[src/rtl/twslv_pkg.sv]
package twslv_pkg;
  localparam int BYTE_W = 8;

  typedef enum logic [3:0] {
    ST_IDLE,
    ST_CTRL,
    ST_CTRL_ACK,
    ST_ADDR,
    ST_ADDR_ACK,
    ST_WDATA,
    ST_WDATA_ACK,
    ST_RDATA,
    ST_RACK
  } st_e;
endpackage

[src/rtl/twslv_cond.sv]
// Bus event detector: SCL edges and start/stop conditions.
module twslv_cond (
  input  logic clk,
  input  logic rst_n,
  input  logic scl_i,
  input  logic sda_i,
  output logic scl_rise,
  output logic scl_fall,
  output logic start_c,
  output logic stop_c
);
  logic scl_q, sda_q;

  always_ff @(posedge clk or negedge rst_n) begin
    if (!rst_n) begin
      scl_q <= 1'b1;
      sda_q <= 1'b1;
    end else begin
      scl_q <= scl_i;
      sda_q <= sda_i;
    end
  end

  assign scl_rise = scl_i & ~scl_q;
  assign scl_fall = ~scl_i & scl_q;
  assign start_c  = scl_i & scl_q & sda_q & ~sda_i;
  assign stop_c   = scl_i & scl_q & ~sda_q & sda_i;
endmodule

[src/rtl/twslv_ptr.sv]
// Shared read/write address pointer, wraps at 2**AW.
module twslv_ptr #(
  parameter int AW = 7
) (
  input  logic          clk,
  input  logic          rst_n,
  input  logic          load,
  input  logic [AW-1:0] load_val,
  input  logic          inc,
  output logic [AW-1:0] ptr
);
  always_ff @(posedge clk or negedge rst_n) begin
    if (!rst_n)    ptr <= '0;
    else if (load) ptr <= load_val;
    else if (inc)  ptr <= ptr + AW'(1);
  end
endmodule

[src/rtl/twslv_engine.sv]
module twslv_engine
  import twslv_pkg::*;
#(
  parameter int                AW       = 7,
  parameter int                CODE_W   = 4,
  parameter logic [CODE_W-1:0] DEV_CODE = 4'b1010
) (
  input  logic              clk,
  input  logic              rst_n,
  input  logic              scl_i,
  input  logic              sda_i,
  output logic              sda_oe,
  output logic [AW-1:0]     rd_addr,
  input  logic [BYTE_W-1:0] rd_data,
  output logic              wr_valid,
  input  logic              wr_ready,
  output logic [AW-1:0]     wr_addr,
  output logic [BYTE_W-1:0] wr_data,
  output logic              commit,
  input  logic              pw_busy
);
  localparam int CNT_W = $clog2(BYTE_W + 1);
  localparam logic [CNT_W-1:0] LAST_RX = CNT_W'(BYTE_W);
  localparam logic [CNT_W-1:0] LAST_TX = CNT_W'(BYTE_W - 1);

  st_e              st;
  logic [BYTE_W-1:0] sh;
  logic [CNT_W-1:0]  cnt;
  logic              rd_mode, wrote, mack, commit_q;
  logic              scl_rise, scl_fall, start_c, stop_c;
  logic              byte_done, code_ok, rd_load, ptr_load, ptr_inc;
  logic [AW-1:0]     ptr;

  twslv_cond u_cond (
    .clk(clk), .rst_n(rst_n), .scl_i(scl_i), .sda_i(sda_i),
    .scl_rise(scl_rise), .scl_fall(scl_fall),
    .start_c(start_c), .stop_c(stop_c)
  );

  twslv_ptr #(.AW(AW)) u_ptr (
    .clk(clk), .rst_n(rst_n), .load(ptr_load), .load_val(sh[AW-1:0]),
    .inc(ptr_inc), .ptr(ptr)
  );

  // only the device code bits are compared; don't-care bits skipped.
  assign code_ok   = (sh[BYTE_W-1 -: CODE_W] == DEV_CODE);
  assign byte_done = scl_fall && (cnt == LAST_RX);
  // a byte is fetched when a read starts or the master acked.
  assign rd_load   = scl_fall && (((st == ST_CTRL_ACK) && rd_mode) ||
                                  ((st == ST_RACK) && mack));
  assign ptr_load  = (st == ST_ADDR) && byte_done;
  assign wr_valid  = (st == ST_WDATA) && byte_done;
  assign ptr_inc   = rd_load || (wr_valid && wr_ready);

  assign rd_addr = ptr;
  assign wr_addr = ptr;
  assign wr_data = sh;
  assign commit  = commit_q;

  always_ff @(posedge clk or negedge rst_n) begin
    if (!rst_n) begin
      st       <= ST_IDLE;
      sh       <= '0;
      cnt      <= '0;
      sda_oe   <= 1'b0;
      rd_mode  <= 1'b0;
      wrote    <= 1'b0;
      mack     <= 1'b0;
      commit_q <= 1'b0;
    end else begin
      commit_q <= 1'b0;
      if (stop_c) begin
        // program only when data bytes were taken.
        commit_q <= wrote;
        wrote    <= 1'b0;
        sda_oe   <= 1'b0;
        st       <= ST_IDLE;
      end else if (start_c) begin
        // any start restarts control-byte reception.
        wrote  <= 1'b0;
        sda_oe <= 1'b0;
        cnt    <= '0;
        st     <= ST_CTRL;
      end else begin
        unique case (st)
          ST_CTRL, ST_ADDR, ST_WDATA: begin
            if (scl_rise) begin
              sh  <= {sh[BYTE_W-2:0], sda_i};
              cnt <= cnt + CNT_W'(1);
            end else if (byte_done) begin
              cnt <= '0;
              if (st == ST_CTRL) begin
                if (code_ok && !pw_busy) begin
                  sda_oe  <= 1'b1;
                  rd_mode <= sh[0];
                  st      <= ST_CTRL_ACK;
                end else begin
                  st <= ST_IDLE;
                end
              end else if (st == ST_ADDR) begin
                sda_oe <= 1'b1;
                st     <= ST_ADDR_ACK;
              end else if (wr_ready) begin
                sda_oe <= 1'b1;
                wrote  <= 1'b1;
                st     <= ST_WDATA_ACK;
              end else begin
                st <= ST_IDLE;
              end
            end
          end
          ST_CTRL_ACK: begin
            if (scl_fall) begin
              if (rd_mode) begin
                sh     <= rd_data;
                sda_oe <= ~rd_data[BYTE_W-1];
                cnt    <= '0;
                st     <= ST_RDATA;
              end else begin
                sda_oe <= 1'b0;                    // release
                st     <= ST_ADDR;
              end
            end
          end
          ST_ADDR_ACK, ST_WDATA_ACK: begin
            if (scl_fall) begin
              sda_oe <= 1'b0;
              st     <= ST_WDATA;
            end
          end
          ST_RDATA: begin
            if (scl_fall) begin
              if (cnt == LAST_TX) begin
                sda_oe <= 1'b0;
                st     <= ST_RACK;
              end else begin
                sh     <= {sh[BYTE_W-2:0], 1'b0};
                sda_oe <= ~sh[BYTE_W-2];
                cnt    <= cnt + CNT_W'(1);
              end
            end
          end
          ST_RACK: begin
            if (scl_rise) begin
              mack <= ~sda_i;
            end else if (scl_fall) begin
              if (mack) begin
                sh     <= rd_data;
                sda_oe <= ~rd_data[BYTE_W-1];
                cnt    <= '0;
                st     <= ST_RDATA;
              end else begin
                st <= ST_IDLE;                     // wait for start
              end
            end
          end
          default: st <= ST_IDLE;
        endcase
      end
    end
  end
endmodule

[config.mk]
export PLATFORM = sky130hd
export DESIGN_NAME = twslv_engine
export DESIGN_NICKNAME = d
export VERILOG_FILES = /design/src/rtl/twslv_pkg.sv /design/src/rtl/twslv_cond.sv /design/src/rtl/twslv_ptr.sv /design/src/rtl/twslv_engine.sv
export SDC_FILE = /design/constraint.sdc
export NUM_CORES = 1
export LEC_CHECK = 0
export BUFFER_PORTS_ARGS = -buffer_cell sky130_fd_sc_hd__buf_2
export CORE_UTILIZATION = 28
export CTS_CLUSTER_DIAMETER = 80
export DETAILED_ROUTE_END_ITERATION = 7
export HOLD_SLACK_MARGIN = 0.03
export SLEW_MARGIN = 40
export SYNTH_ARGS = -nofsm -noshare
export SYNTH_HDL_FRONTEND = slang
export SYNTH_SLANG_ARGS = --single-unit
[constraint.sdc]
create_clock -name clk -period 4.5 [get_ports clk]
set_input_delay 0.9 -clock clk [delete_from_list [all_inputs] [get_ports clk]]
set_output_delay 0.9 -clock clk [all_outputs]
set_load 0.1 [all_outputs]
=== Word-level counts from Yosys, hierarchy flattened ===
Index checks and enable logic that the tools add are counted.

* Bitwise gates (word level): 16
* Add/subtract/negate cells: 2
* Reduce and logical (&&, ||, !) cells: 27
* Muxes and demuxes: 64
* Equality and inequality tests: 41

{| class="wikitable"
|+ Operators by type and width
! kind !! number
|-
| $mux W4 || 21
|-
| $mux W8 || 8
|-
| $ne A4 B4 Y1 const B || 10
|-
| $pmux W8 S4 || 1
|-
| $ne A3 B3 Y1 const B || 9
|-
| $mux W1 || 24
|-
| $reduce_and A11 Y1 || 2
|-
| $eq A4 B3 Y1 const B || 5
|-
| $pmux W4 S5 || 1
|-
| $ne A2 B2 Y1 const B || 8
|-
| $pmux W4 S4 || 1
|-
| $mux W7 || 2
|-
| $eq A4 B4 Y1 const B || 3
|-
| $mux W3 || 4
|-
| $reduce_and A10 Y1 || 1
|-
| $not A1 Y1 || 9
|-
| $reduce_bool A3 Y1 || 3
|-
| $eq A4 B2 Y1 const B || 2
|-
| $logic_and A1 B1 Y1 || 8
|-
| $reduce_and A8 Y1 || 1
|-
| $add A7 B1 Y7 const B || 1
|-
| $and A1 B1 Y1 || 7
|-
| $reduce_and A7 Y1 || 1
|-
| $reduce_bool A7 Y1 || 1
|-
| other kinds (16) || 17
|}

* Register bits: 30
* Input bits: 14
* Word-level logic and storage cells: 161
* Output and inout bits: 25

=== Logic depth before layout (Yosys ltp) ===
Gate-level depths: netlist of run 1.

* Depth in word-level cells: 9
* Depth in mapped cells: 9
* Mapped depth without buffers: 8

=== By module ===
Synthesis of run 1 repeated with hierarchy kept, for this count alone.

* Cell total of the unflattened synthesis: 217
* Area total of the unflattened synthesis: 1,994.4 um^2

{| class="wikitable"
|+ Modules (own cells, without submodules)
! module !! cells each !! area an instance (um^2) !! times used !! seq. area each (um^2)
|-
| twslv_engine || 169 || 1,526.5 || 1 || 525.5
|-
| twslv_ptr || 42 || 382.9 || 1 || 175.2
|-
| twslv_cond || 6 || 85.1 || 1 || 52.6
|}

=== Worst setup path after synthesis of run 1 ===
OpenSTA, ideal clock, no wires.

* Path kind: input port to output port
* Start point: input port scl_i
* End point: output port wr_valid
* Data arrival time: 2.271 ns
* Buffers on the path: 0
* Data required time: 3.600 ns
* Cell stages on the path: 3
* Setup slack: 1.329 ns
* Cell sequence: nand2b_1 > nor3_2 > and4b_1

* Word-level cells in the longest chain between the ends: 4

{| class="wikitable"
|+ RTL lines
! element !! RTL line !! text
|-
| start, declared || twslv_engine.sv:10 || <nowiki>input logic scl_i,</nowiki>
|-
| $not A1 Y1 || twslv_cond.sv:25 || <nowiki>assign scl_fall = ~scl_i & scl_q;</nowiki>
|-
| $and A1 B1 Y1 || twslv_cond.sv:25 ||
|-
| $logic_and A1 B1 Y1 || twslv_engine.sv:47 || <nowiki>assign byte_done = scl_fall && (cnt == LAST_RX);</nowiki>
|-
| $logic_and A1 B1 Y1 || twslv_engine.sv:52 || <nowiki>assign wr_valid = (st == ST_WDATA) && byte_done;</nowiki>
|-
| end, declared || twslv_engine.sv:15 || <nowiki>output logic wr_valid,</nowiki>
|}

Every way passes these cells.

=== Final worst setup path of run 1 ===
Same ends and word-level chain as after synthesis.

==> impl_metrics.ini, run 1 <==
[route]
first_pass_iters = 4
vias = 1932
drc = 0
antenna_left = 0
avgRoutedWirePerCell_um = 15.1
avgViaCountPerCell = 5.25
routed_wl_um = 5550
first_iter_violations = 232

[clock_network]
cts_tree = built
cts_hold_buf = 0
cts.path.max_buffers = 2
cts-buffers-inserted = 5
cts_max_level = 2
clk_pin_slew_ps = 70
insertion_delay_ps = 290
cts_root_buf = clkbuf_8
cts_sinks = 30
post-cts-setup-buffers = 0
ctsResizeCount = 0

[place]
globalplace.congestion = 0.913
port_buffers = 38
dp_hpwl_um = 4030

[setup_path]
rr_startpoint = st[3]
ff2ff_path_depth = 6
criticalPathCategory = primary input to output pin
cp.arrival_ps = 2400
endpoint_kind = output pin
cp-startpoint = scl_i
worstPathMaxFanout = 9
startpoint_type = primary input
critical_path_required_ps = 3600

[finish]
register_area_um2 = 754
final_cell_mix = buf_2, dfrtp_1, nand2_1, o21ai_0, mux2_2
drive_gt1_share_pct = 27.9
multiInputGateArea_um2 = 1230
final.fill_count = 786
final_common_cell = buf_2
final_core_util_pct = 33.4
area_growth_pct = 14.3
nets = 285
n_antenna_cell = 0

[worst_hold_path]
hold_path_class = flip-flop to flip-flop
whs_path_depth = 1
worstHoldStart = wrote

[timing]
period_needed_ps = 3300
setup_tns_ps = 0
max_slew_margin_pct = 53.4
finalCritPeriodShare_pct = 73.3
worstMarginPinSlew_ps = 698
setup_viol_count_final = 0
hold_viol = 0
clock_skew_ps = 5.24
rsz0062_at_grt = false
slew_violations = 0
fmaxAchievable_mhz = 303

[logic_synthesis]
synth_top_family_by_area = simple AND/OR/NAND/NOR gates
synth_fa_ha_area_share_pct = 2.22
yosysWarnings = 0
ys_types = 57
synthCells = 244
syn_nets = 261
syn_area_per_cell_um2 = 8.77
async_reset_ff_share_pct = 100
synthMuxAreaShare_pct = 9.88
ys_seq_area_share_pct = 35.2
synth_compound_area_share_pct = 21.6
ys_ff_latch = 30
synth_xor_area_share_pct = 0.409
synthFlopType = dfrtp_1
synth-simple-area-share_pct = 23.6
syn_area_um2 = 2140
synth_edf_count = 0

[floorplanning]
core_area_um2 = 7330
dieHeight_um = 89.4
die_area_um2 = 8000
fp-row-count = 31
initial_core_util_pct = 29.2
io_pins = 39
chipWidth_um = 89.4

[global_routing]
grt.overflow.total = 0
grt_util_met1_pct = 20.0
grt_pass1_wl_um = 8970
grt_usage_pct = 14.9
grt.busiest_layer = met2
antenna_found_initial = 0
grt_pass1_vias = 1754
grt_max_degree = 31
grt_use_met3_pct = 3.05
grtUsageMet2_pct = 22.9

[flow_run]
drv_cap = 0

[power]
peakVddDrop_v = 0.000194
p_per_area_nw_per_um2 = 461
p_leak_nw = 1.07

[status]
status = finished, final reports clean
-- cells in the mapped netlist, types with 3 or more instances --
cell	count	area share (%)
mux2_2	17	8.9
a211oi_1	6	2.1
and3_1	4	1.2
nor2b_1	6	1.8
a21oi_1	15	3.5
ha_1	3	1.8
o211ai_1	3	1.1
nand3_1	11	2.6
dfrtp_1	28	33
nand2_1	20	3.5
buf_4	8	2.8
nor3_1	6	1.4
o22ai_1	7	2.0
a21o_1	3	1.1
nand2b_1	6	1.8
o21ai_0	19	4.4
clkbuf_1	10	1.8
a31oi_1	3	0.88
inv_1	9	1.6
nor2_1	12	2.1
-- path summary, 6_finish.rpt --
check | endpoint | slack, ps
worst min register to register | commit | 490
worst min-delay path | commit | 490
max in group asynchronous | st[1] | 3350
min in group asynchronous | wr_data[1] | 650
worst max register to register | cnt[3] | 1780
worst max-delay path | wr_valid | 1200
-- flip-flops by register name (all words and copies together), names as in the netlist --
name	cells
sda_oe	1
wrote	1
wr_data	8
cnt	4
rd_mode	1
u_cond.scl_q	1
u_ptr.ptr	7
commit	1
mack	1
st	4
u_cond.sda_q	1
-- power by group --
part	total [W]	switching (W)	internal [W]
combinational	0.000478	0.000379	0.0000985
clock	0.000275	0.000112	0.000163
sequential	0.000375	0.0000591	0.000316
total	0.00113	0.000550	0.000578
-- area by class of cell --
cell class / instances / share of cell area, %
tap: 99 / 5.06
clock inverter: 3 / 1.64
clock buffer: 5 / 2.81
sequential: 30 / 30.8
multi-input combinational: 184 / 50.5
timing repair buffer: 38 / 7.77
inverter: 9 / 1.38
-- routing by layer --
metal  wire [µm]  up-vias  part of all wire [%]
li1            -      945                     -
met1        2460      910                    44
met2        2690       67                    48
met3         279       10                   5.0
met4         122        0                   2.2
met5           0        -                     0
-- stage by stage --
step                power (W)  cell area [µm²]  hold slack [ps]  instances  setup slack [ps]
floorplan            0.000767             2140              454        244              1330
finish                0.00113             2450              493        368              1200
global placement     0.000856             2340              474        360              1300
CTS                   0.00114             2440              499        368              1230
global route          0.00118             2450              511        368              1080
detailed placement   0.000863             2340              482        360              1230
-- critical path, stage by stage --
cell	delay, ps
buf_2	140
nand2b_1	210
nor3_2	420
and4b_1	290
buf_2	440
-- cells by family (layout without fill, tap and decap cells) --
group	Yosys count	in the layout
adders and majority gates	4	4
buffers and inverters	30	55
AOI/OAI and AO/OA	72	72
xor gates and xnor gates	1	1
muxes	19	19
and+or+nand+nor	88	88
DFF	30	30
Note: power is estimated with default switching activity, not from simulation.
==> inputs of run 2 (changes only) <==
- clock period: 4.5 -> 3.4 ns (I/O delays scaled with it)
==> run 2 against run 1 <==
Die area unchanged. First-iteration DRC count increased by 34%. Design area shrank 0.92%. Combinational power grew 31%. Register-to-register slack worse by 1100 ps. Largest cell class unchanged.
==> impl_metrics.ini, run 2 (same netlist as run 1, synthesis figures left out) <==
[finish]
largest_reg_flops = 8
area_growth_pct = 13.2
final_common_cell = buf_2
final_cell_mix = buf_2, dfrtp_1, nand2_1, o21ai_0, mux2_2
n_antenna_cell = 0
nets = 286
final_cell_area_um2 = 2420
drive_gt1_share_pct = 26.7
final.fill_count = 787

[floorplanning]
fp-row-count = 31
core_area_um2 = 7330
chipWidth_um = 89.4
initial_core_util_pct = 29.2
die_area_um2 = 8000
dieHeight_um = 89.4
io_pins = 39

[timing]
rsz0062_at_grt = false
slew_violations = 0
setup_tns_ps = 0
clock_skew_ps = 4.79
fmaxAchievable_mhz = 347
finalCritPeriodShare_pct = 84.8
worstMarginPinSlew_ps = 722
max_slew_margin_pct = 51.9
setup_viol_count_final = 0
setup_slack_ps = 518
hold_viol = 0
period_needed_ps = 2880

[setup_path]
startpoint_type = primary input
cp_common_cell = buf_2
cp_slowest_stage_delay_ps = 430
worstPathMaxFanout = 9
r2r_slack_ps = 690
critPathSlowestCell = buf_2
endpoint = wr_valid
ff2ff_path_depth = 7
cp-startpoint = scl_i
r2r-end = cnt[3]
cp.arrival_ps = 2200
endpoint_kind = output pin
criticalPathCategory = primary input to output pin
rr_startpoint = st[1]
crit_chain = buf_2 -> nand2b_1 -> nor3_2 -> and4b_1 -> buf_2
critical_path_required_ps = 2720

[route]
avgViaCountPerCell = 5.16
first_iter_violations = 310
drc = 0
first_pass_iters = 4
vias = 1904
routed_wl_um = 5500
avgRoutedWirePerCell_um = 14.9
antenna_left = 0

[clock_network]
post-cts-setup-buffers = 0
cts.path.max_buffers = 2
cts_tree = built
cts_max_level = 2
cts_hold_buf = 0
cts-buffers-inserted = 5
cts_sinks = 30
ctsResizeCount = 0
clk_pin_slew_ps = 60
cts_root_buf = clkbuf_8
insertion_delay_ps = 280

[global_routing]
grt_pass1_vias = 1752
grt_pass1_wl_um = 8860
grt.overflow.total = 0
grt_usage_pct = 14.5
grt_max_degree = 31
antenna_found_initial = 0

[status]
status = finished, final reports clean

[place]
port_buffers = 38
placed_cell_area_um2 = 2340
globalplace.congestion = 0.917
dp_hpwl_um = 4050
post-place-ws_ps = 544

[worst_hold_path]
hold_path_class = primary input to asynchronous set/reset pin

[power]
p_leak_nw = 1.06
peakVddDrop_v = 0.000325
p_per_area_nw_per_um2 = 577

[flow_run]
drv_cap = 0
run 2: cell types whose count changed in the layout (fill, tap and decap cells not counted), sizes merged:
cell	delta
bufinv	-1
clkbuf	+3
buf	+1
clkinv	-2
run 2: worst min path at each step:
stage	from	end	slack, ps	depth (start not counted)
6_report	rst_n	wr_data[2]	430	1
5_1_grt	rst_n	wr_data[2]	490	1
4_1_cts	rst_n	wr_data[2]	470	1
3_5_place_dp	wrote	commit	470	1
3_3_place_gp	wrote	wrote	470	2
2_1_floorplan	rst_n	cnt[0]	380	0
run 2: per-stage QoR:
step / util (%) / total power [W] / hold WS (ps) / instances
2_1_floorplan: - / 0.00102 / 384 / 244
3_3_place_gp: 32.0 / 0.00113 / 470 / 361
3_5_place_dp: 32.0 / 0.00114 / 471 / 361
4_1_cts: 33.1 / 0.00142 / 469 / 369
5_1_grt: 33.1 / 0.00146 / 488 / 369
6_report: 33.1 / 0.00140 / 431 / 369
run 2: cell type report:
class / count / area, µm² / area share (%)
multi-input combinational: 184 / 1230 / 51.0
timing repair buffer: 39 / 198 / 8.16
tap: 99 / 124 / 5.11
sequential: 30 / 753 / 31.1
inverter: 9 / 33.8 / 1.39
clock buffer: 8 / 80.1 / 3.30
run 2: worst max-delay path: cells and delay by family:
family	cells	cell delay (ps)
buffers and inverters	2	570
and+or+nand+nor	3	940
run 2: power breakdown:
part           leakage (nW)  internal [W]  total (W)  switching [W]
clock                0.0395      0.000145   0.000276       0.000130
sequential            0.383      0.000419   0.000494      0.0000750
combinational         0.639      0.000130   0.000628       0.000498
total                  1.06      0.000694    0.00140       0.000703
run 2: routing by layer:
metal / global-route usage [%] / vias up / share of wire [%]
li1: - / 949 / -
met1: 19.7 / 902 / 46
met2: 23.6 / 48 / 50
met3: 2.49 / 5 / 3.6
met4: 4.33 / 0 / 0.96
met5: 0 / - / 0
